[config.mk]
export PLATFORM = sky130hd
export DESIGN_NAME = burst_sram
export DESIGN_NICKNAME = d
export VERILOG_FILES = /design/src/rtl/sram_pkg.sv /design/src/rtl/sram_decode.sv /design/src/rtl/sram_byte_en.sv /design/src/rtl/sram_burst.sv /design/src/rtl/sram_array.sv /design/src/rtl/sram_sleep.sv /design/src/rtl/burst_sram.sv
export SDC_FILE = /design/constraint.sdc
export NUM_CORES = 1
export LEC_CHECK = 0
export BUFFER_PORTS_ARGS = -buffer_cell sky130_fd_sc_hd__buf_4
export CAP_MARGIN = 20
export CORE_ASPECT_RATIO = 1.2
export CORE_MARGIN = 5
export CORE_UTILIZATION = 54
export CTS_CLUSTER_DIAMETER = 50
export DETAILED_ROUTE_END_ITERATION = 8
export PLACE_DENSITY_LB_ADDON = 0.2
export SYNTH_ARGS = -nofsm -noshare
export SYNTH_HDL_FRONTEND = slang
export SYNTH_HIERARCHICAL = 1
export SYNTH_SLANG_ARGS = --single-unit
export TNS_END_PERCENT = 30
[constraint.sdc]
create_clock -name clk_i -period 8.14 [get_ports clk_i]
set_input_delay 0.407 -clock clk_i [delete_from_list [all_inputs] [get_ports clk_i]]
set_output_delay 0.407 -clock clk_i [all_outputs]
set_load 0.1 [all_outputs]
[src/rtl/sram_pkg.sv]
package sram_pkg;
  typedef enum logic [2:0] {
    CYC_NOP,
    CYC_DESEL,
    CYC_LOAD_RD,
    CYC_LOAD_WR,
    CYC_STEP,
    CYC_HOLD
  } cyc_e;
endpackage

[src/rtl/sram_decode.sv]
module sram_decode
  import sram_pkg::*;
(
  input  logic accept_i,
  input  logic ce1_ni,
  input  logic ce2_i,
  input  logic ce3_ni,
  input  logic adsp_ni,
  input  logic adsc_ni,
  input  logic adv_ni,
  input  logic we_any_i,
  input  logic active_i,
  output cyc_e cyc_o
);
  logic sel;
  assign sel = !ce1_ni && ce2_i && !ce3_ni;

  always_comb begin
    cyc_o = CYC_NOP;
    if (!accept_i)
      cyc_o = CYC_DESEL;
    else if (!adsp_ni && !ce1_ni)          // processor strobe: read only
      cyc_o = sel ? CYC_LOAD_RD : CYC_DESEL;
    else if (!adsc_ni)
      cyc_o = !sel ? CYC_DESEL : (we_any_i ? CYC_LOAD_WR : CYC_LOAD_RD);
    else if (active_i)
      cyc_o = adv_ni ? CYC_HOLD : CYC_STEP;
  end
endmodule

[src/rtl/sram_byte_en.sv]
module sram_byte_en #(
  parameter int NB = 2
) (
  input  logic          gw_ni,
  input  logic          bwe_ni,
  input  logic [NB-1:0] bw_ni,
  output logic [NB-1:0] be_o,
  output logic          we_any_o
);
  for (genvar g = 0; g < NB; g++) begin : g_be
    assign be_o[g] = !gw_ni || (!bwe_ni && !bw_ni[g]);
  end
  assign we_any_o = |be_o;
endmodule

[src/rtl/sram_burst.sv]
module sram_burst
  import sram_pkg::*;
#(
  parameter int AW = 6,
  parameter int BB = 2
) (
  input  logic          clk_i,
  input  logic          rst_ni,
  input  cyc_e          cyc_i,
  input  logic          we_any_i,
  input  logic [AW-1:0] addr_i,
  output logic [AW-1:0] addr_q_o,
  output logic [AW-1:0] tgt_addr_o,
  output logic          active_o,
  output logic          wr_mode_o,
  output logic          wr_en_o
);
  logic [AW-1:0] addr_q, step_addr;
  logic          active_q, wr_q;

  // wrap inside the aligned group; upper bits frozen
  assign step_addr = {addr_q[AW-1:BB], addr_q[BB-1:0] + BB'(1)};

  always_comb begin
    case (cyc_i)
      CYC_LOAD_RD, CYC_LOAD_WR: tgt_addr_o = addr_i;
      CYC_STEP:                 tgt_addr_o = step_addr;
      default:                  tgt_addr_o = addr_q;
    endcase
  end

  assign wr_en_o = (cyc_i == CYC_LOAD_WR) ||
                   (((cyc_i == CYC_STEP) || (cyc_i == CYC_HOLD)) && we_any_i);

  always_ff @(posedge clk_i or negedge rst_ni) begin
    if (!rst_ni) begin
      addr_q   <= '0;
      active_q <= 1'b0;
      wr_q     <= 1'b0;
    end else begin
      case (cyc_i)
        CYC_DESEL: begin
          active_q <= 1'b0;
          wr_q     <= 1'b0;
        end
        CYC_LOAD_RD: begin
          active_q <= 1'b1;
          wr_q     <= 1'b0;
          addr_q   <= addr_i;
        end
        CYC_LOAD_WR: begin
          active_q <= 1'b1;
          wr_q     <= 1'b1;
          addr_q   <= addr_i;
        end
        CYC_STEP, CYC_HOLD: begin
          addr_q <= tgt_addr_o;
          wr_q   <= we_any_i;
        end
        default: ;
      endcase
    end
  end

  assign addr_q_o  = addr_q;
  assign active_o  = active_q;
  assign wr_mode_o = wr_q;
endmodule

[src/rtl/sram_array.sv]
module sram_array #(
  parameter int AW = 6,
  parameter int DW = 16,
  parameter int NB = 2
) (
  input  logic          clk_i,
  input  logic          we_i,
  input  logic [NB-1:0] be_i,
  input  logic [AW-1:0] waddr_i,
  input  logic [DW-1:0] wdata_i,
  input  logic [AW-1:0] raddr_i,
  output logic [DW-1:0] rdata_o
);
  localparam int BW    = DW / NB;
  localparam int DEPTH = 1 << AW;

  for (genvar g = 0; g < NB; g++) begin : g_lane
    logic [BW-1:0] mem [DEPTH];
    always_ff @(posedge clk_i) begin
      if (we_i && be_i[g]) mem[waddr_i] <= wdata_i[g*BW +: BW];
    end
    assign rdata_o[g*BW +: BW] = mem[raddr_i];
  end
endmodule

[src/rtl/sram_sleep.sv]
module sram_sleep #(
  parameter int WAKE_CYC = 2
) (
  input  logic clk_i,
  input  logic rst_ni,
  input  logic sleep_i,
  output logic accept_o
);
  localparam int CW = $clog2(WAKE_CYC + 1);
  logic [CW-1:0] cnt_q;

  always_ff @(posedge clk_i or negedge rst_ni) begin
    if (!rst_ni)           cnt_q <= '0;
    else if (sleep_i)      cnt_q <= CW'(WAKE_CYC);
    else if (cnt_q != '0)  cnt_q <= cnt_q - CW'(1);
  end

  assign accept_o = !sleep_i && (cnt_q == '0);
endmodule

[src/rtl/burst_sram.sv]
module burst_sram
  import sram_pkg::*;
#(
  parameter int AW       = 6,
  parameter int DW       = 16,
  parameter int NB       = 2,
  parameter int BB       = 2,
  parameter int WAKE_CYC = 2
) (
  input  logic          clk_i,
  input  logic          rst_ni,
  input  logic          sleep_i,
  input  logic          ce1_ni,
  input  logic          ce2_i,
  input  logic          ce3_ni,
  input  logic          adsp_ni,
  input  logic          adsc_ni,
  input  logic          adv_ni,
  input  logic          gw_ni,
  input  logic          bwe_ni,
  input  logic [NB-1:0] bw_ni,
  input  logic          oe_ni,
  input  logic [AW-1:0] addr_i,
  input  logic [DW-1:0] dq_i,
  output logic [DW-1:0] dq_o,
  output logic          dq_oe_o
);
  cyc_e          cyc;
  logic          accept, we_any, active_q, wr_q, wr_en;
  logic [NB-1:0] be;
  logic [AW-1:0] addr_q, tgt_addr;

  sram_sleep #(.WAKE_CYC(WAKE_CYC)) u_sleep (
    .clk_i(clk_i), .rst_ni(rst_ni), .sleep_i(sleep_i), .accept_o(accept)
  );

  sram_byte_en #(.NB(NB)) u_be (
    .gw_ni(gw_ni), .bwe_ni(bwe_ni), .bw_ni(bw_ni), .be_o(be), .we_any_o(we_any)
  );

  sram_decode u_dec (
    .accept_i(accept), .ce1_ni(ce1_ni), .ce2_i(ce2_i), .ce3_ni(ce3_ni),
    .adsp_ni(adsp_ni), .adsc_ni(adsc_ni), .adv_ni(adv_ni),
    .we_any_i(we_any), .active_i(active_q), .cyc_o(cyc)
  );

  sram_burst #(.AW(AW), .BB(BB)) u_burst (
    .clk_i(clk_i), .rst_ni(rst_ni), .cyc_i(cyc), .we_any_i(we_any),
    .addr_i(addr_i), .addr_q_o(addr_q), .tgt_addr_o(tgt_addr),
    .active_o(active_q), .wr_mode_o(wr_q), .wr_en_o(wr_en)
  );

  sram_array #(.AW(AW), .DW(DW), .NB(NB)) u_mem (
    .clk_i(clk_i), .we_i(wr_en), .be_i(be), .waddr_i(tgt_addr),
    .wdata_i(dq_i), .raddr_i(addr_q), .rdata_o(dq_o)
  );

  // oe and sleep act without a clock; writes mask the driver
  assign dq_oe_o = active_q && !wr_q && !oe_ni && !sleep_i;
endmodule

==> impl_metrics.toml <==
[clock_network]
hold_buffers = 2
post_cts_resized = 0
clock_latency_ns = 0.65
clkTransAtPathRegs_ns = 0.06
cts_tree = "built"
numCtsBuffers = 98
cts_buffer_depth = 3
cts_setup_buffers = 0
cts_root_buf = "clkbuf_16"
cts_max_level = 3
cts.sinks = 1034

[detailed_routing]
vias = 19700
finalWirelength_um = 94400
antenna_left = 0
avgViaCountPerCell = 6.33
drc = 0
wl_per_cell_um = 30.4
drt-pass1-iter-count = 6
first_iter_violations = 2370

[finish]
drive_gt1_frac = 0.220
syn_to_final_growth_pct = 10.2
final_cell_mix = "1024 x edfxtp_1, 207 x mux4_2, 146 x nor2_1, 101 x clkbuf_16, 89 x mux2i_1"
post-route-util = 0.600
antennaDiodeCount = 0
fillerInstances = 5264
final_cells = 3109
nets = 2066
layout_commonest_cell = "edfxtp_1"
regArea_mm2 = 0.0310
multi_input_area_mm2 = 0.00899

[synthesis]
postSynthAreaPerCell_um2 = 20.7
synth_top_area_frac = 0.753
synth_cell_types = 55
async_reset_ff_frac = 0.00967
synth-seq-area-share = 0.759
ys_seq_elements = 1034
synth_area_leader_cell = "edfxtp_1"
netlist_area_mm2 = 0.0408
postSynthCellCount = 1973
synth_edf_count = 1024
synth_ff_type = "edfxtp_1"
syn_nets = 2010
yosys_warnings = 6
synthTopCellsByArea = "edfxtp_1 75%, mux4_2 11%, mux2i_1 2.2%, nor2_1 1.3%, mux4_1 1.1%"

[floorplan]
start_util = 0.544
ios = 53
core_mm2 = 0.0750
die_w_um = 261
row_count = 110
die_height_um = 311
die_area_mm2 = 0.0812

[timing]
max_clock_freq_ghz = 0.179
setup_viol = 0
period_minus_slack_ns = 5.60
hold_viol_final = 0
whs_ns = 0.0641
skew_ns = 0.0162
worst_pin_slew_ns = 1.10
drv_slew = 0
slew_headroom = 0.264
fin_setup_tns_ns = 0
rsz0062_at_grt = "no"
period_share = 0.688

[worst_setup_path]
critical_path_required_ns = 8.43
slowest_delay_ns = 0.79
cp.buffers_inverters = 1
worst-setup-path-type = "reg2reg"
critPathMaxFanout = 9
path_delay_family = "simple AND/OR/NAND/NOR gates"
crit_path_start_kind = "flop"
crit_path_cell_trace = "inv_1 > ha_1 > nor2b_1 > or4bb_1 > a21oi_1 > nor2_2 > xnor2_1 > a21oi_1 > nand3_1 > nand2b_1 > nor2_1"
path_common_cell = "a21oi_1"
arrival_ns = 5.88
worst_setup_path_end_kind = "flop"
slowest_stage = "nand2b_1"

[power]
power_density_mw_per_mm2 = 334
p_total_mw = 15.0
ir_worst_vdd_uv = 320
p_leak_nw = 13.7

[grt]
antenna_found_initial = 0
grt_max_degree = 120
gr-total-overflow = 0
grt_first_pass_wirelength_um = 137000
grt_pass1_vias = 19800
grt_use_total = 0.233

[placed_design]
dp_hpwl_um = 57300
gp_congestion = 0.858
port_buffers = 52
dp_cells = 2935

[job]
maxCapViolCount = 0

[status]
status = "completed"

[worst_hold_path]
min_path_type = "in2reg"
==> flip-flops by register name, indices dropped and copies added, names as in the netlist <==
name / flops
u_sleep/cnt_q: 2
u_burst/active_o: 1
u_mem/g_lane.mem: 1024
u_burst/wr_mode_o: 1
u_burst/addr_q_o: 6
==> final cells by class <==
cell class,count,area share
clock buffer,119,0.0577
clock inverter,53,0.0116
inverter,14,0.00117
multi-input combinational,812,0.200
sequential,1034,0.690
tap,1008,0.0280
timing repair buffer,69,0.0122
==> worst paths after layout <==
| path | from | to | slack (ns) | cells past startpoint |
|---|---|---|---|---|
| min in group asynchronous | rst_ni | u_burst/addr_q_o[3]$_DFFE_PN0P_ | 0.14 | 2 |
| worst min-delay path | addr_i[5] | u_burst/addr_q_o[5]$_DFFE_PN0P_ | 0.06 | 2 |
| worst min register to register | u_sleep/cnt_q[1]$_DFFE_PN0P_ | u_sleep/cnt_q[1]$_DFFE_PN0P_ | 0.57 | 2 |
| worst max register to register | u_sleep/cnt_q[0]$_DFFE_PN0P_ | u_mem/g_lane[1].mem[47][1]$_DFFE_PP_ | 2.54 | 11 |
| worst max-delay path | u_sleep/cnt_q[0]$_DFFE_PN0P_ | u_mem/g_lane[1].mem[47][1]$_DFFE_PP_ | 2.54 | 11 |
| max in group asynchronous | rst_ni | u_burst/addr_q_o[2]$_DFFE_PN0P_ | 7.80 | 2 |
==> layer usage <==
metal  vias to the layer above  share of wire  global-route usage
met5                         -              0                   0
met4                         0          0.034              0.0724
met3                       184          0.084              0.0571
met2                       910           0.49               0.373
met1                     10400           0.39               0.324
li1                       8248              -                   -
==> worst register-to-register path: cells and delay by family (launching register included) <==
| family | cells | cell delay (ns) |
|---|---|---|
| buffers and inverters | 1 | 0.06 |
| XOR/XNOR | 1 | 0.19 |
| AO/OA/AOI/OAI | 2 | 1.14 |
| AND/OR/NAND/NOR | 6 | 3.27 |
| adder cells (fa/ha/maj) | 1 | 0.20 |
| flip-flops | 1 | 0.39 |
==> stage by stage <==
stage	worst slack (ns)	cell area, um^2
floorplan	3.82	40800
global placement	2.95	41800
detailed placement	2.64	41800
CTS	2.67	45000
global route	2.26	45000
finish	2.54	45000
==> synthesized netlist by cell type, types with 5 or more instances <==
master    instances
a211o_1           8
a211oi_1         12
a21oi_1          19
a221o_1           6
a221oi_1         14
a22o_1            6
a22oi_1          39
a311oi_1          8
a31oi_1           9
a41oi_1           5
and2_1            5
and4_1            5
buf_1             6
buf_2            39
buf_4            15
buf_6            16
buf_8             6
clkbuf_1         23
dfrtp_1          10
edfxtp_1       1024
inv_1            14
mux2_2           25
mux2_4            8
mux2i_1          89
mux4_1           17
mux4_2          207
nand2_1          71
nand3_1          25
nand3b_1          7
nand4_1          11
nor2_1          146
nor2b_1          29
o21ai_0           8
==> cells by family after synthesis <==
family                     after synthesis  synth area share
muxes                                  346             0.157
AOI/OAI and AO/OA                      147            0.0265
adders and majority gates                1          0.000306
DFF                                   1034             0.759
xor gates and xnor gates                 2          0.000429
and+or+nand+nor                        316            0.0361
buffers and inverters                  127            0.0206
==> power breakdown <==
group	switching [mW]	internal, mW
clock network	1.89	2.55
registers	0.151	5.87
logic	2.94	1.63
(Power assumes the default switching activity.)
